==> config.mk <==
export PLATFORM = sky130hd
export DESIGN_NAME = blit_setup_top
export DESIGN_NICKNAME = d
export VERILOG_FILES = /design/src/rtl/blit_pkg.sv /design/src/rtl/blit_scale.sv /design/src/rtl/blit_orient.sv /design/src/rtl/blit_rotate.sv /design/src/rtl/blit_setup_top.sv
export SDC_FILE = /design/constraint.sdc
export NUM_CORES = 1
export LEC_CHECK = 0
export ABC_AREA = 1
export ABC_CLOCK_PERIOD_IN_PS = 2570
export CAP_MARGIN = 5
export CELL_PAD_IN_SITES_DETAIL_PLACEMENT = 1
export CELL_PAD_IN_SITES_GLOBAL_PLACEMENT = 2
export CORE_MARGIN = 2
export CORE_UTILIZATION = 31
export DETAILED_ROUTE_END_ITERATION = 7
export PLACE_DENSITY = 0.95
export SYNTH_ARGS = -nofsm -noshare
export SYNTH_HDL_FRONTEND = slang
export SYNTH_SLANG_ARGS = --single-unit
==> constraint.sdc <==
create_clock -name clk -period 2.57 [get_ports clk]
set_input_delay 0.3855 -clock clk [delete_from_list [all_inputs] [get_ports clk]]
set_output_delay 0.3855 -clock clk [all_outputs]
set_load 0.03 [all_outputs]
==> src/rtl/blit_pkg.sv <==
package blit_pkg;
  localparam int CTRL_W      = 32;
  localparam int BIT_X_LTR   = 0;
  localparam int BIT_Y_TTB   = 1;
  localparam int BIT_LASTPIX = 4;
  localparam int BIT_ROT_EN  = 7;
  localparam int ROT_LSB     = 8;
  localparam int ROT_W       = 3;
  localparam int ROT_MOD     = 6;
  localparam int ROT_SPAN    = 4 * ROT_MOD;

  typedef enum logic {OP_FILL = 1'b0, OP_COPY = 1'b1} op_e;
endpackage

==> src/rtl/blit_scale.sv <==
module blit_scale #(
  parameter int W = 16
) (
  input  logic         mode24,
  input  logic [W-1:0] val_in,
  output logic [W-1:0] val_out
);
  logic [W-1:0] doubled;
  assign doubled = {val_in[W-2:0], 1'b0};
  assign val_out = mode24 ? (val_in + doubled) : val_in;
endmodule

==> src/rtl/blit_orient.sv <==
module blit_orient #(
  parameter int W = 16
) (
  input  blit_pkg::op_e op,
  input  logic [W-1:0]  sx,
  input  logic [W-1:0]  sy,
  input  logic [W-1:0]  dx,
  input  logic [W-1:0]  dy,
  input  logic [W-1:0]  wd,
  input  logic [W-1:0]  ht,
  output logic [W-1:0]  sx_start,
  output logic [W-1:0]  sy_start,
  output logic [W-1:0]  dx_start,
  output logic [W-1:0]  dy_start,
  output logic          x_ltr,
  output logic          y_ttb
);
  logic         is_copy;
  logic         rev_y;
  logic         rev_x;
  logic [W-1:0] ht_m1;
  logic [W-1:0] wd_m1;

  assign is_copy = (op == blit_pkg::OP_COPY);
  assign rev_y   = is_copy && (sy < dy);
  assign rev_x   = is_copy && (sx < dx);
  assign ht_m1   = ht - W'(1);
  assign wd_m1   = wd - W'(1);

  always_comb begin
    y_ttb = !rev_y;
    x_ltr = !rev_x;
    if (is_copy) begin
      sy_start = rev_y ? sy + ht_m1 : sy;
      dy_start = rev_y ? dy + ht_m1 : dy;
      sx_start = rev_x ? sx + wd_m1 : sx;
      dx_start = rev_x ? dx + wd_m1 : dx;
    end else begin
      sx_start = '0;
      sy_start = '0;
      dx_start = dx;
      dy_start = dy;
    end
  end
endmodule

==> src/rtl/blit_rotate.sv <==
module blit_rotate #(
  parameter int W = 16
) (
  input  logic                          mode24,
  input  logic                          x_ltr,
  input  logic [W-1:0]                  dx,
  output logic [blit_pkg::ROT_W-1:0]    rot,
  output logic                          rot_en
);
  localparam int RW = 5;

  logic [W:0]    base;
  logic [RW-1:0] rem_q;
  logic [RW:0]   step;

  assign base = x_ltr ? {1'b0, dx} : ({1'b0, dx} + (W+1)'(2));

  // Long division by 24 over all bits of base; floor(base/4) mod 6 is
  // then floor((base mod 24)/4).
  always_comb begin
    rem_q = '0;
    step  = '0;
    for (int i = W; i >= 0; i--) begin
      step = {rem_q, base[i]};
      if (step >= (RW+1)'(blit_pkg::ROT_SPAN))
        step = step - (RW+1)'(blit_pkg::ROT_SPAN);
      rem_q = step[RW-1:0];
    end
  end

  always_comb begin
    if (!mode24)             rot = '0;
    else if (rem_q >= 5'd20) rot = 3'd5;
    else if (rem_q >= 5'd16) rot = 3'd4;
    else if (rem_q >= 5'd12) rot = 3'd3;
    else if (rem_q >= 5'd8)  rot = 3'd2;
    else if (rem_q >= 5'd4)  rot = 3'd1;
    else                     rot = 3'd0;
  end

  assign rot_en = mode24;
endmodule

==> src/rtl/blit_setup_top.sv <==
module blit_setup_top #(
  parameter int COORD_W = 16
) (
  input  logic                     clk,
  input  logic                     rst_n,
  input  logic                     in_valid,
  output logic                     in_ready,
  input  logic                     in_copy,
  input  logic                     in_mode24,
  input  logic [COORD_W-1:0]       in_src_x,
  input  logic [COORD_W-1:0]       in_src_y,
  input  logic [COORD_W-1:0]       in_dst_x,
  input  logic [COORD_W-1:0]       in_dst_y,
  input  logic [COORD_W-1:0]       in_width,
  input  logic [COORD_W-1:0]       in_height,
  output logic                     out_valid,
  input  logic                     out_ready,
  output logic [COORD_W-1:0]       out_src_x,
  output logic [COORD_W-1:0]       out_src_y,
  output logic [COORD_W-1:0]       out_dst_x,
  output logic [COORD_W-1:0]       out_dst_y,
  output logic                     out_x_ltr,
  output logic                     out_y_ttb,
  output logic [31:0]              out_ctrl,
  output logic [2*COORD_W-1:0]     out_pos,
  output logic [2*COORD_W-1:0]     out_size
);
  import blit_pkg::*;

  localparam int NSCALE = 3;

  logic [COORD_W-1:0] raw_h   [NSCALE];
  logic [COORD_W-1:0] scl_h   [NSCALE];
  logic [COORD_W-1:0] sx_st, sy_st, dx_st, dy_st;
  logic               ltr_c, ttb_c;
  logic [ROT_W-1:0]   rot_c;
  logic               rot_en_c;
  logic               accept;
  logic               nonzero;
  op_e                op_c;

  assign raw_h[0] = in_src_x;
  assign raw_h[1] = in_dst_x;
  assign raw_h[2] = in_width;

  for (genvar g = 0; g < NSCALE; g++) begin : g_scale
    blit_scale #(.W(COORD_W)) u_scale (
      .mode24 (in_mode24),
      .val_in (raw_h[g]),
      .val_out(scl_h[g])
    );
  end

  assign op_c = in_copy ? OP_COPY : OP_FILL;

  blit_orient #(.W(COORD_W)) u_orient (
    .op      (op_c),
    .sx      (scl_h[0]),
    .sy      (in_src_y),
    .dx      (scl_h[1]),
    .dy      (in_dst_y),
    .wd      (scl_h[2]),
    .ht      (in_height),
    .sx_start(sx_st),
    .sy_start(sy_st),
    .dx_start(dx_st),
    .dy_start(dy_st),
    .x_ltr   (ltr_c),
    .y_ttb   (ttb_c)
  );

  blit_rotate #(.W(COORD_W)) u_rotate (
    .mode24(in_mode24),
    .x_ltr (ltr_c),
    .dx    (dx_st),
    .rot   (rot_c),
    .rot_en(rot_en_c)
  );

  assign in_ready = !out_valid;
  assign accept   = in_valid && in_ready;
  assign nonzero  = (in_width != '0) && (in_height != '0);

  logic [COORD_W-1:0] wd_q, ht_q;
  logic [ROT_W-1:0]   rot_q;
  logic               rot_en_q;

  always_ff @(posedge clk or negedge rst_n) begin
    if (!rst_n) begin
      out_valid <= 1'b0;
      out_src_x <= '0;
      out_src_y <= '0;
      out_dst_x <= '0;
      out_dst_y <= '0;
      out_x_ltr <= 1'b0;
      out_y_ttb <= 1'b0;
      wd_q      <= '0;
      ht_q      <= '0;
      rot_q     <= '0;
      rot_en_q  <= 1'b0;
    end else if (accept) begin
      out_valid <= nonzero;
      if (nonzero) begin
        out_src_x <= sx_st;
        out_src_y <= sy_st;
        out_dst_x <= dx_st;
        out_dst_y <= dy_st;
        out_x_ltr <= ltr_c;
        out_y_ttb <= ttb_c;
        wd_q      <= scl_h[2];
        ht_q      <= in_height;
        rot_q     <= rot_c;
        rot_en_q  <= rot_en_c;
      end
    end else if (out_valid && out_ready) begin
      out_valid <= 1'b0;
    end
  end

  always_comb begin
    out_ctrl                            = '0;
    out_ctrl[BIT_X_LTR]                 = out_x_ltr;
    out_ctrl[BIT_Y_TTB]                 = out_y_ttb;
    out_ctrl[BIT_LASTPIX]               = 1'b1;
    out_ctrl[BIT_ROT_EN]                = rot_en_q;
    out_ctrl[ROT_LSB +: ROT_W]          = rot_q;
  end

  assign out_pos  = {out_dst_x, out_dst_y};
  assign out_size = {wd_q, ht_q};
endmodule

-- Word-level counts from Yosys, hierarchy flattened
Cells that the tools add are included.
- add/subtract/negate cells: 23
- reduce and logical (&&, ||, !) cells: 12
- multiplexer cells: 34
- order comparisons: 20
- operator list (cell ; count):
    2-to-1 mux 16 bit ; 11
    adder 16 bit ; 7
    greater-or-equal comparator 6 x 5 -> 1 bit, second input constant ; 12
    2-to-1 mux 5 bit ; 13
    subtractor 5 bit, second input constant ; 13
    less-than comparator 16 bit ; 2
    nonzero test 16 bit ; 2
    subtractor 16 x 1 -> 16 bit, second input constant ; 2
    adder 16 x 2 -> 17 bit, second input constant ; 1
    2-to-1 mux 17 bit ; 1
    greater-or-equal comparator 5 bit, second input constant ; 3
    2-to-1 mux 3 bit ; 5
    greater-or-equal comparator 5 x 4 -> 1 bit, second input constant ; 2
    greater-or-equal comparator 5 x 3 -> 1 bit, second input constant ; 1
    logical AND 1 bit ; 5
    2-to-1 mux 1 bit ; 4
    zero test 1 bit ; 3
    AND reduction 2 bit ; 1
    nonzero test 2 bit ; 1
- register bits: 103

-- Depth between registers and ports, before layout
Gate-level depths: netlist of run 1.
- depth after elaboration: 41
- mapped depth: 86

-- By module
A second synthesis of run 1 with hierarchy kept.
- cell total of the unflattened synthesis: 2396
- area total of the unflattened synthesis: 14647.8 um^2
- by module, submodules not included (module ; area each (um^2) ; cells an instance ; sequential area each (um^2) ; instances):
    blit_orient ; 5735.5 ; 1025 ; 0.0 ; 1
    blit_setup_top ; 4822.1 ; 551 ; 2577.5 ; 1
    blit_scale (g_scale[1].u_scale ...) ; 1043.5 ; 214 ; 0.0 ; 2
    blit_scale (g_scale[0].u_scale) ; 1053.5 ; 214 ; 0.0 ; 1
    blit_rotate ; 949.7 ; 178 ; 0.0 ; 1

-- Worst setup path after synthesis of run 1
Ideal clock, no wire load.
- kind: input -> register
- start: input in_src_x[0]
- end: register rot_q[1]
- slack: -6.021 ns
- path buffers: 1
- arrival time: 8.475 ns
- data required time: 2.453 ns
- cell stages on the path: 80
- path through: ha_1 > fa_1 > nand3_1 > nand2_1 > inv_1 > nor2_1 > nor2_1 > o21ai_0 > a21oi_1 > o21ai_0 > a21oi_1 > nor2_1 > nor2_1 > inv_1 > nand2_1 > inv_1 > o21a_1 > o21ai_0 > [44 not listed] > inv_2 > nand3_2 > nand2_2 > nand2_2 > nand2_2 > nand3_2 > nand2_2 > nand3_2 > nand2_1 > nand3_1 > nand2_1 > nand2_1 > nand2_1 > nand3_1 > nand2_1 > clkinv_1 > nand2_1 > nand2_1
- word-level cells in the longest chain between the ends: 40
- elaborated cells on any way between the ends: 56
- those cells by class: 15 x add/sub; 18 x order compare; 22 x mux; 1 x reduce/logical
- ends and longest elaborated chain (what ; RTL line ; RTL):
    from (decl) ; blit_setup_top.sv:10 ; input logic [COORD_W-1:0] in_src_x,
    adder 16 bit ; blit_scale.sv:10 ; assign val_out = mode24 ? (val_in + doubled) : val_in;
    2-to-1 mux 16 bit (*) ; blit_scale.sv:10 ;
    less-than comparator 16 bit (*) ; blit_orient.sv:26 ; assign rev_x = is_copy && (sx < dx);
    logical AND 1 bit (*) ; blit_orient.sv:26 ;
    2-to-1 mux 16 bit (*) ; blit_orient.sv:37 ; dx_start = rev_x ? dx + wd_m1 : dx;
    2-to-1 mux 16 bit (*) ; blit_orient.sv:33 ; if (is_copy) begin
    via dx_st[2] ; blit_setup_top.sv:34 ; logic [COORD_W-1:0] sx_st, sy_st, dx_st, dy_st;
    adder 16 x 2 -> 17 bit ; blit_rotate.sv:16 ; assign base = x_ltr ? {1'b0, dx} : ({1'b0, dx} + (W+1)'(2));
    [25 not listed] ; -- ;
    subtractor 5 bit or greater-or-equal comparator 6 x 5 -> 1 bit (tied branches) ; blit_rotate.sv:26, blit_rotate.sv:25 ;
    2-to-1 mux 5 bit (*) ; blit_rotate.sv:25 ; if (step >= (RW+1)'(blit_pkg::ROT_SPAN))
    greater-or-equal comparator 5 x 4 -> 1 bit ; blit_rotate.sv:36 ; else if (rem_q >= 5'd8) rot = 3'd2;
    2-to-1 mux 3 bit ; blit_rotate.sv:36 ;
    2-to-1 mux 3 bit ; blit_rotate.sv:35 ; else if (rem_q >= 5'd12) rot = 3'd3;
    2-to-1 mux 3 bit ; blit_rotate.sv:34 ; else if (rem_q >= 5'd16) rot = 3'd4;
    2-to-1 mux 3 bit (*) ; blit_rotate.sv:33 ; else if (rem_q >= 5'd20) rot = 3'd5;
    2-to-1 mux 3 bit (*) ; blit_rotate.sv:32 ; if (!mode24) rot = '0;
    to (signal assigned) ; blit_setup_top.sv:112 ; rot_q <= rot_c;
    to (decl) ; blit_setup_top.sv:85 ; logic [ROT_W-1:0] rot_q;
The timed path passes the listed nets; every way through them passes the cells marked *.
A chain may end at the register's enable or synchronous reset.

-- Worst setup path in the final report of run 1
- start: input in_src_x[3]
- end: register rot_q[2]
- word-level cells in the longest chain between the ends: 39
- elaborated cells on any way between the ends: 54
- those cells by class: 15 x add/sub; 17 x order compare; 21 x mux; 1 x reduce/logical
- ends and longest elaborated chain (what ; RTL line):
    adder 16 bit ; blit_scale.sv:10
    2-to-1 mux 16 bit (*) ; blit_scale.sv:10
    less-than comparator 16 bit (*) ; blit_orient.sv:26
    logical AND 1 bit (*) ; blit_orient.sv:26
    2-to-1 mux 16 bit ; blit_orient.sv:37
    2-to-1 mux 16 bit ; blit_orient.sv:33
    adder 16 x 2 -> 17 bit ; blit_rotate.sv:16
    2-to-1 mux 17 bit (*) ; blit_rotate.sv:16
    [23 not listed] ; --
    2-to-1 mux 5 bit ; blit_rotate.sv:25
    subtractor 5 bit or greater-or-equal comparator 6 x 5 -> 1 bit (tied branches) ; blit_rotate.sv:26, blit_rotate.sv:25
    2-to-1 mux 5 bit (*) ; blit_rotate.sv:25
    greater-or-equal comparator 5 x 4 -> 1 bit ; blit_rotate.sv:35
    2-to-1 mux 3 bit ; blit_rotate.sv:35
    2-to-1 mux 3 bit ; blit_rotate.sv:34
    2-to-1 mux 3 bit (*) ; blit_rotate.sv:33
    2-to-1 mux 3 bit (*) ; blit_rotate.sv:32
Mark *: on every way between the ends. The rest lies on a longest branch, timed or not.

==> out/results.txt, run 1 <==
F_max -> 105 MHz
Total Wirelength -> 73400 µm
EDFF count, synth -> 0
Vias in the first global route -> 18382
Overflow after GRT -> 0
Chip Width -> 204 µm
R2R Setup Slk -> 740 ps
CP delay by family, top -> simple AND/OR/NAND/NOR gates
Crit path DAT -> 9790 ps
Initial antenna violation count -> 0
DRT Pass-1 Iters -> 5
Post-route DRC violation count -> 0
Max-cap violation count -> 0
Port Buf Inserts -> 239
Pre-CTS setup slack -> -7410 ps
Worst r2r dst -> out_dst_y[2]
Power Dens Cells -> 741 nW/µm²
WP buf/inv -> 23
H-tree depth -> 3
Clock Skews -> 18.0 ps
Largest net degree at the start of global routing -> 51
Clk sink count -> 103
# rows -> 73
IR drop worst, VDD -> 0.000490 V
Area contributors post-synth -> dfrtp_1, nand2_1, ha_1, inv_1, xor2_1
Clock Tree Buf Depth -> 2
Worst hold margin -> 103 ps
Pwr Total -> 16.3 mW
Syn avg cell area -> 6.82 µm²
First-pass GRT wire length -> 98300 µm
Final hold vios -> 0
Die H -> 204 µm
GPL Wtd Cong -> 0.913
Clock transition at the registers of the reported paths -> 80 ps
GRT Total Usage -> 0.302
Final setup vio count -> 61
DR vias -> 17073
DPL Wire Length -> 43100 µm
CTS tree -> built
Final Cell Area -> 22000 µm²
Top cell by count, worst path -> buf_4
Leakage power -> 11.2 nW
Io pins -> 266
Area Growth Syn to Fin -> 77.9%
Synth top area share -> 0.209
Cell Area, Synth -> 12300 µm²
Setup TNS -> -110120 ps
Final WS setup -> -6950 ps
Vias per cell -> 5.45
Worst-skew pair later-pin latency -> 400 ps
Startpoint types -> primary input
Layout cells sized above 1 -> 0.396
Cell variety after synth -> 49
Register-to-Register Path Depth -> 7
Count of non-filler cells in the finished layout -> 3135
Total die area -> 41400 µm²
Syn Inst Count -> 1811
Ys flop type -> dfrtp_1
Total CTS buffers -> 9
RSZ-0062 raised after global routing -> yes
Final min period -> 9520 ps
Fin crit share -> 3.70
Yosys top cell by area -> dfrtp_1
WP data required -> 2850 ps
Outcome -> complete, but fails checks
Initial Util -> 0.312
Placed instance count -> 2987
Core Area -> 39500 µm²
Yosys warning total -> 0
Post-layout nets -> 2860
1st-iter DRT viols -> 1235
# diodes -> 0
Routed wire length per instance -> 23.4 µm
Register area share after synthesis -> 0.209
Crit-path max cell delay -> 290 ps
Slowest cell on crit path -> nor4_4
HP Class -> in2async
Rel. slew slack -> 0.417
Worst r2r src -> out_valid
Clock Tree Root -> clkbuf_16
Post-synthesis async set-or-reset flop share -> 1.00
CTS Hold Bufs -> 0
FF+latch count, synth -> 103
Setup Crit Path Kind -> in2reg
Worst slew pin tran -> 875 ps
Post-Route Utilization -> 0.555
Post-place instance area -> 18900 µm²
Final Max Slew Viols -> 0
Worst-path fanout max -> 6
Number of routed nets with antenna violations -> 0
Failing checks -> setup timing
Worst setup EP type -> flip-flop
kinds of logic (layout without fill, tap and decap cells):
family                     after synthesis  after routing  synth area share
xor gates and xnor gates                93             93            0.0660
AOI/OAI and AO/OA                      310            310             0.152
DFF                                    103            103             0.209
and+or+nand+nor                        805            806             0.287
buffers and inverters                  345           1119             0.126
other                                    2             26          0.000608
adders and majority gates              153            153             0.159
cells in the final DEF, fill, tap and decap left out, drive strengths merged:
master | Yosys | layout
nor4 | 3 | 3
clkdlybuf4s50 | 0 | 213
o31ai | 6 | 6
fa | 7 | 7
dfrtp | 103 | 103
nand3 | 128 | 129
o211ai | 11 | 11
o21a | 3 | 3
a21o | 7 | 7
o21ai | 119 | 119
clkbuf | 31 | 15
clkdlybuf4s15 | 0 | 1
nor3 | 14 | 14
dlymetal6s2s | 0 | 7
ha | 146 | 146
a22oi | 1 | 1
o22ai | 1 | 1
dlygate4sd2 | 0 | 6
nand4 | 26 | 26
and2 | 2 | 2
o21bai | 22 | 22
a21oi | 111 | 111
a21boi | 1 | 1
buf | 70 | 626
and3 | 1 | 1
conb | 2 | 26
clkinvlp | 0 | 1
a31oi | 2 | 2
a32o | 26 | 26
nand2 | 511 | 511
inv | 242 | 243
nor3b | 1 | 1
or2 | 28 | 28
nand3b | 2 | 2
xor2 | 71 | 71
nor2 | 89 | 89
clkinv | 2 | 7
xnor2 | 22 | 22
where the power goes:
part / total (mW) / switching [mW] / leakage, nW / internal (mW)
Combinational: 12.4 / 7.19 / 9.78 / 5.18
Sequential: 2.42 / 0.398 / 1.29 / 2.03
Clock: 1.47 / 0.809 / 0.136 / 0.664
metal layers:
layer  routed length, µm  vias to the layer above  GRT usage  part of all wire
met5                   0                        -          0                 0
met3                4490                      382     0.0529             0.061
met1               27400                     8337      0.316              0.37
li1                    -                     7440          -                 -
met4                5570                        0      0.182             0.076
met2               35900                      914      0.561              0.49
registers in the layout, summed over array words and instances, names as in the netlist:
signal / flops
out_x_ltr: 1
out_dst_x: 16
out_src_y: 16
out_dst_y: 16
rot_en_q: 1
wd_q: 16
out_y_ttb: 1
out_valid: 1
rot_q: 3
ht_q: 16
out_src_x: 16
worst max path at each step:
stage                      startpoint        to  slack, ps  cells after the start
final                     in_src_x[3]  rot_q[2]      -6950                     75
after global routing      in_src_x[3]  rot_q[1]      -7340                     75
after CTS                 in_src_x[0]  rot_q[1]      -6100                     83
after detailed placement  in_src_x[0]  rot_q[2]      -7410                     80
after global placement    in_src_x[0]  rot_q[1]      -6650                     77
after floorplan           in_src_x[1]  rot_q[2]      -5750                     79
repair_timing:
action                     CTS  global route
setup endpoints to repair   98            93
pin swaps                  143           167
buffers inserted            93            55
cloned                       2             2
resized for setup          237           226
layout make-up:
cell class	instances	area [µm²]
clock buffer	9	225
fill	4814	17600
multi-input combinational	1388	10000
timing repair buffer	859	7440
tap	525	657
sequential	103	2580
clock inverter	7	48.8
inverter	244	970
cell usage after synthesis (8+ instances only):
cell / instances
nand2_1: 487
inv_1: 229
ha_1: 146
nand3_1: 117
a21oi_1: 107
dfrtp_1: 103
o21ai_0: 94
nor2_1: 78
xor2_1: 71
buf_4: 64
clkbuf_1: 31
a32o_1: 26
or2_2: 25
nand2_2: 24
nand4_1: 24
o21bai_1: 22
xnor2_1: 22
nor3_1: 14
inv_2: 13
o21ai_1: 13
o21ai_2: 12
nand3_2: 10
o211ai_1: 10
nor2_2: 8
Power figures use the tool's default switching activity.
==> inputs of run 2 (changes only) <==
Settings changed: CAP_MARGIN 5 to 10.
==> results of run 2 <==
Same layout as run 1: the final DEF is identical, and so are final timing and power.
